## config.mk

```make
export PLATFORM = sky130hd
export DESIGN_NAME = tree_xlate_walker
export DESIGN_NICKNAME = d
export VERILOG_FILES = /design/src/rtl/walk_pkg.sv /design/src/rtl/walk_idx_sel.sv /design/src/rtl/walk_entry_decode.sv /design/src/rtl/tree_xlate_walker.sv
export SDC_FILE = /design/constraint.sdc
export NUM_CORES = 1
export LEC_CHECK = 0
export ABC_AREA = 1
export CAP_MARGIN = 20
export CORE_UTILIZATION = 40
export DETAILED_ROUTE_END_ITERATION = 12
export GPL_ROUTABILITY_DRIVEN = 0
export GPL_TIMING_DRIVEN = 1
export MAX_ROUTING_LAYER = met4
export PLACE_DENSITY = 0.89
export SYNTH_ARGS = -nofsm -noshare
export SYNTH_HDL_FRONTEND = slang
export SYNTH_SLANG_ARGS = --single-unit
export TNS_END_PERCENT = 5
```

## constraint.sdc

```tcl
create_clock -name clk -period 1.8 [get_ports clk]
set_clock_uncertainty 0.1 [all_clocks]
set_input_delay 0.27 -clock clk [delete_from_list [all_inputs] [get_ports clk]]
set_output_delay 0.27 -clock clk [all_outputs]
set_load 0.01 [all_outputs]
```

## src/rtl/walk_pkg.sv

```systemverilog
package walk_pkg;

    typedef enum logic [2:0] {
        WS_IDLE,
        WS_ISSUE,
        WS_WAIT,
        WS_HIT,
        WS_MISS
    } walk_state_e;

endpackage

```

## src/rtl/walk_idx_sel.sv

```systemverilog
// Picks the index field that belongs to the current tree level.
module walk_idx_sel #(
    parameter int IDX_W  = 10,
    parameter int LEVELS = 3,
    localparam int VPN_W = IDX_W * LEVELS,
    localparam int LVL_W = (LEVELS > 1) ? $clog2(LEVELS) : 1
) (
    input  logic [VPN_W-1:0] vpn,
    input  logic [LVL_W-1:0] lvl,
    output logic [IDX_W-1:0] idx
);

    logic [IDX_W-1:0] field [LEVELS];

    // level 0 takes the most significant field
    for (genvar g = 0; g < LEVELS; g++) begin : g_field
        assign field[g] = vpn[(LEVELS-1-g)*IDX_W +: IDX_W];
    end

    always_comb begin
        idx = '0;
        for (int l = 0; l < LEVELS; l++) begin
            if (lvl == LVL_W'(l)) begin
                idx = field[l];
            end
        end
    end

endmodule

```

## src/rtl/walk_entry_decode.sv

```systemverilog
// Splits a table entry into its valid flag and page-number field.
module walk_entry_decode #(
    parameter int ENT_W = 32,
    parameter int PPN_W = 18,
    parameter int OFS_W = 12
) (
    input  logic [ENT_W-1:0] ent,
    output logic             ent_valid,
    output logic [PPN_W-1:0] ent_ppn
);

    assign ent_valid = ent[0];
    assign ent_ppn   = ent[OFS_W +: PPN_W];

    logic unused_low_bits;
    assign unused_low_bits = ^ent[OFS_W-1:1];

    if (ENT_W > PPN_W + OFS_W) begin : g_high
        logic unused_high_bits;
        assign unused_high_bits = ^ent[ENT_W-1:PPN_W+OFS_W];
    end

endmodule

```

## src/rtl/tree_xlate_walker.sv

```systemverilog
module tree_xlate_walker
    import walk_pkg::*;
#(
    parameter int IDX_W  = 10,
    parameter int LEVELS = 3,
    parameter int OFS_W  = 12,
    parameter int PPN_W  = 18,
    parameter int ENT_W  = 32,
    localparam int VPN_W   = IDX_W * LEVELS,
    localparam int VA_W    = VPN_W + OFS_W,
    localparam int PA_W    = PPN_W + OFS_W,
    localparam int SLOT_LG = OFS_W - IDX_W,
    localparam int LVL_W   = (LEVELS > 1) ? $clog2(LEVELS) : 1
) (
    input  logic             clk,
    input  logic             rst_n,
    input  logic             req_valid,
    input  logic [VA_W-1:0]  req_va,
    output logic             req_ready,
    input  logic [PPN_W-1:0] base_ppn,
    output logic             mem_rd_req,
    output logic [PA_W-1:0]  mem_rd_addr,
    input  logic             mem_rd_valid,
    input  logic [ENT_W-1:0] mem_rd_data,
    output logic             done,
    output logic             fault,
    output logic [PPN_W-1:0] ppn_out,
    output logic [PA_W-1:0]  pa_out
);

    localparam logic [LVL_W-1:0] LAST_LVL = LVL_W'(LEVELS - 1);

    walk_state_e      state_q, state_d;
    logic [VA_W-1:0]  va_q;
    logic [PPN_W-1:0] tbl_ppn_q;
    logic [LVL_W-1:0] lvl_q;

    logic [IDX_W-1:0] cur_idx;
    logic             ent_valid;
    logic [PPN_W-1:0] ent_ppn;

    walk_idx_sel #(
        .IDX_W  (IDX_W),
        .LEVELS (LEVELS)
    ) u_idx_sel (
        .vpn (va_q[VA_W-1:OFS_W]),
        .lvl (lvl_q),
        .idx (cur_idx)
    );

    walk_entry_decode #(
        .ENT_W (ENT_W),
        .PPN_W (PPN_W),
        .OFS_W (OFS_W)
    ) u_entry_decode (
        .ent       (mem_rd_data),
        .ent_valid (ent_valid),
        .ent_ppn   (ent_ppn)
    );

    // next-state logic
    always_comb begin
        state_d = state_q;
        unique case (state_q)
            WS_IDLE:  if (req_valid) state_d = WS_ISSUE;
            WS_ISSUE: state_d = WS_WAIT;
            WS_WAIT: begin
                if (mem_rd_valid) begin
                    if (!ent_valid)             state_d = WS_MISS;
                    else if (lvl_q == LAST_LVL) state_d = WS_HIT;
                    else                        state_d = WS_ISSUE;
                end
            end
            WS_HIT:   state_d = WS_IDLE;
            WS_MISS:  state_d = WS_IDLE;
            default:  state_d = WS_IDLE;
        endcase
    end

    // state register and walk context
    always_ff @(posedge clk or negedge rst_n) begin
        if (!rst_n) begin
            state_q   <= WS_IDLE;
            va_q      <= '0;
            tbl_ppn_q <= '0;
            lvl_q     <= '0;
        end else begin
            state_q <= state_d;
            if (state_q == WS_IDLE && req_valid) begin
                va_q      <= req_va;
                tbl_ppn_q <= base_ppn;
                lvl_q     <= '0;
            end else if (state_q == WS_WAIT && mem_rd_valid && ent_valid) begin
                tbl_ppn_q <= ent_ppn;
                if (lvl_q != LAST_LVL) begin
                    lvl_q <= lvl_q + LVL_W'(1);
                end
            end
        end
    end

    // outputs decoded from state
    always_comb begin
        req_ready   = 1'b0;
        mem_rd_req  = 1'b0;
        done        = 1'b0;
        fault       = 1'b0;
        ppn_out     = '0;
        pa_out      = '0;
        mem_rd_addr = {tbl_ppn_q, cur_idx, {SLOT_LG{1'b0}}};
        unique case (state_q)
            WS_IDLE:  req_ready  = 1'b1;
            WS_ISSUE: mem_rd_req = 1'b1;
            WS_WAIT:  ;
            WS_HIT: begin
                done    = 1'b1;
                ppn_out = tbl_ppn_q;
                pa_out  = {tbl_ppn_q, va_q[OFS_W-1:0]};
            end
            WS_MISS: begin
                done  = 1'b1;
                fault = 1'b1;
            end
            default: ;
        endcase
    end

endmodule

```

# Yosys cells after proc, flatten, opt, wreduce, memory -nomap -nowiden
# Cells that the tools add are included.
[word_totals]
mem_bits_rw = 0
wordCells = 43
memories = 0
romBits = 0
input_bits = 96
reg_bits = 65
latchBits = 0
[op_classes]
n_shift = 0
eq_ne = 9
mux = 19
add_sub_neg = 1
order_cmp = 0
bitwise_logic = 0
div_mod_pow = 0
n_reduce_logical = 10
mul = 0
[op_table]
columns = ["cell", "count"]
rows = [
  ["two-way mux 18 bit", 3],
  ["two-way mux 10 bit", 3],
  ["two-way mux 30 bit", 1],
  ["two-way mux 3 bit", 3],
  ["case mux 3 bit (3 select lines)", 1],
  ["two-way mux 2 bit", 4],
  ["equality test 3 x 2 -> 1 bit (second input constant)", 2],
  ["inequality test 2 bit (second input constant)", 3],
  ["two-way mux 1 bit", 4],
  ["AND reduction 2 bit", 2],
  ["nonzero test 2 bit", 2],
  ["equality test 3 x 1 -> 1 bit (second input constant)", 1],
  ["equality test 3 bit (second input constant)", 1],
  ["logical AND 1 bit", 3],
  ["zero test 3 bit", 1],
  ["adder 2 x 1 -> 2 bit (second input constant)", 1],
  ["equality test 2 x 1 -> 1 bit (second input constant)", 1],
  ["equality test 2 bit (second input constant)", 1],
  ["zero test 2 bit", 1],
  ["OR reduction 2 bit", 1],
]

# Longest topological paths before layout
[depth]
ltp_word = 5
depth_mapped = 8
ltp_nobuf = 6

# Hierarchy
# Synthesis repeated with hierarchy kept, for this count alone.
[hier_totals]
hier_cells = 495
hier_area_um2 = 3669.8
[by_module_without_submodules]
columns = ["module", "cells_each", "seq_area_each_um2", "n_inst", "area_per_inst_um2"]
rows = [
  ["tree_xlate_walker", 431, 1626.6, 1, 3298.2],
  ["walk_idx_sel", 45, 0.0, 1, 229.0],
  ["walk_entry_decode", 19, 0.0, 1, 142.6],
]

# Worst setup path after synthesis
# OpenSTA, ideal clock, no wires.
[synth_path]
kind = "reg-to-output"
startpoint = "register lvl_q[0]"
endpoint = "output mem_rd_addr[10]"
path_slack_ns = 0.187
arrival_time_ns = 1.243
path_stages_with_launch = 6
required_ns = 1.430
n_path_buf = 1
path_cell_list = "dfrtp_1 -> inv_1 -> ha_1 -> clkbuf_1 -> a21oi_1 -> a21oi_1"
[synth_via]
elab_chain_cells = 4
elab_cells_between_ends = 6
classes_between = "eq/ne: 2; mux: 3; reduce/logical: 1"
[synth_rtl]
columns = ["element", "line_no", "source"]
rows = [
  ["start: declaration", "tree_xlate_walker.sv:36", "logic [LVL_W-1:0] lvl_q;"],
  ["start signal: assignment", "tree_xlate_walker.sv:96", "lvl_q <= lvl_q + LVL_W'(1);"],
  ["zero test 2 bit", "walk_idx_sel.sv:23", "if (lvl == LVL_W'(l)) begin"],
  ["two-way mux 10 bit (2 in a row)", "walk_idx_sel.sv:23", ""],
  ["two-way mux 10 bit (*)", "walk_idx_sel.sv:23", ""],
  ["end: declaration", "tree_xlate_walker.sv:22", "output logic [PA_W-1:0] mem_rd_addr,"],
]
# Every way passes the cells marked *; elsewhere a longest branch is shown, timed or not.

# Worst setup path after layout
[layout_path]
startpoint = "register lvl_q[1]"
endpoint = "output mem_rd_addr[9]"
# Same word-level chain as after synthesis.

==> results.yml <==
clocking:
  cts_buffers: 9
  cts_root_buf: "clkbuf_8"
  clk_pin_slew_worst_paths_ns: 0.09
  htreeDepth: 3
  clkLatencyLatePin_ns: 0.34
  cts_tree: "done"
  cts_buffer_depth: 2
  clkSinkCount: 65
sta:
  fin_ws_ns: -0.1309
  maxSlewViolCount: 0
  finalHoldViolCount: 0
  holdWs_ns: 0.3764
  finalCritPeriodShare: 1.073
  fin_crit_ns: 1.931
  rsz0062_at_grt: "true"
  setup_violations: 11
  clock.fmax_mhz: 517.9
setup_path:
  crit_type: "flop to output pin"
  endpoint_kind: "output pin"
  crit_fanout: 8
  worstPathArrival_ns: 1.56
  worstRegToRegCells: 8
  critPathLaunchType: "flop"
  critPathRequiredTime_ns: 1.43
routing:
  remaining_drc_errors: 0
  route.layer.met1.wl_mm: 4.156
  first_pass_iters: 4
  wl_met3_um: 580
  top_layer: "met4"
  via_per_inst: 4.803
  first_iter_violations: 149
  wl_per_cell_um: 14.24
  detail-route-antenna-nets: 0
  met2_length_mm: 5.585
  wl_mm: 10.61
  vias: 3578
die:
  die-area_um2: 9016
  initial_utilization: 0.4164
  ioPinCount: 178
  die_h_um: 94.95
  rows: 33
  coreArea_um2: 8299
  die_x_um: 94.95
run_status:
  status: "finished, violations left"
  violations: "negative setup slack"
global_routing:
  grt_usage: 0.2436
  grt_pass1_vias: 3437
  antenna_found_initial: 0
  grt_max_degree: 50
  grt_pass1_wl_mm: 16.17
  grt_overflow: 0
synth:
  synthTopCellsByArea: "dfrtp_1 (47%), nand2_1 (11%), inv_1 (9.3%)"
  synthCells: 475
  synth.avg_cell_area_um2: 7.275
  ys_seq_elements: 65
  ys_warn_count: 0
  synth_area_leader_cell: "dfrtp_1"
  synth_top_area_share: 0.4707
  ys_seq_area_frac: 0.4707
  synth.distinct_cells: 21
  syn_area_um2: 3456
worst_hold_path:
  worstHoldPathType: "input pin to flop"
  whs_path_depth: 3
power:
  fin_total_pwr_mw: 7.979
  p_int_mw: 4.655
  seq_power_share: 0.334
  p_clk_frac: 0.159
  vdd_drop_max_uv: 806.6
  power_switching_mw: 3.325
  switching_share: 0.4167
  comb_power_share: 0.508
  cellPowerDensity_nw_per_um2: 1472
  p_leak_nw: 2.869
cells_and_area:
  fin_cells: 745
  syn_to_final_growth_pct: 56.84
  final_nets: 734
  num_antenna_cells: 0
  final_util: 0.6531
  drive_gt1_frac: 0.2484
run:
  maxCapViolCount: 0
placed_design:
  portBuffers: 162
  pre_cts_ws_ns: -0.2379
  place_inst: 721
  dp_hpwl_mm: 7.527
layout make-up:
cell class | instances | area, µm²
Inverter | 88 | 337.8
Multi-Input combinational cell | 278 | 1463
Tap cell | 105 | 131.4
Timing Repair Buffer | 193 | 1658
Sequential cell | 65 | 1628
Clock buffer | 9 | 123.9
Fill cell | 721 | 2879
Clock inverter | 7 | 78.83
final timing paths:
| kind | startpoint | end | slack (ns) |
|---|---|---|---|
| max | lvl_q[1]$_DFFE_PN0P_ | mem_rd_addr[9] | -0.13 |
| min | req_va[24] | va_q[24]$_DFFE_PN0P_ | 0.38 |
| max reg2reg | state_q[1]$_DFFE_PN0P_ | lvl_q[0]$_DFFE_PN0P_ | 0.06 |
| min reg2reg | va_q[15]$_DFFE_PN0P_ | va_q[15]$_DFFE_PN0P_ | 0.39 |
| max in group asynchronous | rst_n | lvl_q[0]$_DFFE_PN0P_ | 0.82 |
| min in group asynchronous | rst_n | va_q[1]$_DFFE_PN0P_ | 0.42 |
state kept, by name, indices dropped and copies added, names as in the netlist:
| signal | count |
|---|---|
| lvl_q | 2 |
| tbl_ppn_q | 18 |
| va_q | 42 |
| state_q | 3 |
per-layer routing:
| layer | global-route usage | vias up |
|---|---|---|
| li1 | - | 1752 |
| met1 | 0.2625 | 1671 |
| met3 | 0.04750 | 26 |
| met5 | - | - |
| met2 | 0.4317 | 129 |
| met4 | 0.1086 | 0 |
critical path, stage by stage (launching register included):
cell     delay, ns
dfrtp_1       0.40
inv_2         0.12
ha_4          0.18
buf_8         0.15
a21oi_2       0.07
a21oi_1       0.15
buf_2         0.16
through the flow:
step                area, µm²  setup TNS [ns]
floorplan                3460               0
detailed placement       5164          -4.491
finish                   5420          -1.124
global route             5420          -2.275
CTS                      5313          -1.467
global placement         5164          -2.463
cells in the mapped netlist (all sizes together):
cell type / count
dfrtp: 65
nand2: 98
nand4: 1
nand3: 33
clkinv: 2
o21ai: 50
nand3b: 1
inv: 86
nor3: 1
conb: 1
ha: 3
buf: 38
a21oi: 32
nor2: 57
clkbuf: 7
repair_timing:
action                     in CTS  in global routing
resized for setup             278                 41
buffers inserted                3                  2
hold endpoints to repair       65                  0
setup endpoints to repair      62                 48
pin swaps                       9                  4
hold buffers                    1                  0
gates cloned                    2                  0
logic make-up after synthesis:
| group | share of synthesized area |
|---|---|
| and+or+nand+nor | 0.2238 |
| buffers and inverters | 0.1749 |
| other | 0.001085 |
| AOI/OAI and AO/OA | 0.1188 |
| adders and majority gates | 0.01086 |
| DFF | 0.4707 |
power by group through the flow:
| stage | combinational [mW] | clock, mW | sequential (mW) |
|---|---|---|---|
| floorplan | 1.91 | 0 | 2.56 |
| global placement | 3.66 | 0 | 2.57 |
| detailed placement | 3.83 | 0 | 2.61 |
| CTS | 3.84 | 1.30 | 2.62 |
| global route | 4.43 | 1.36 | 2.74 |
| finish | 4.05 | 1.27 | 2.66 |
cell usage in the layout, fill, tap and decap left out, drive strengths merged:
cell	netlist	layout
bufinv	0	1
nand2	98	98
clkdlybuf4s15	0	2
nand3	33	33
clkbuf	7	11
a21oi	32	32
inv	86	90
nand3b	1	1
nor3	1	1
clkinv	2	4
conb	1	2
o21ai	50	50
ha	3	3
clkdlybuf4s50	0	99
dfrtp	65	65
buf	38	89
nor2	57	57
dlygate4sd3	0	1
nand4	1	1
Note: power is estimated with default switching activity, not from simulation.
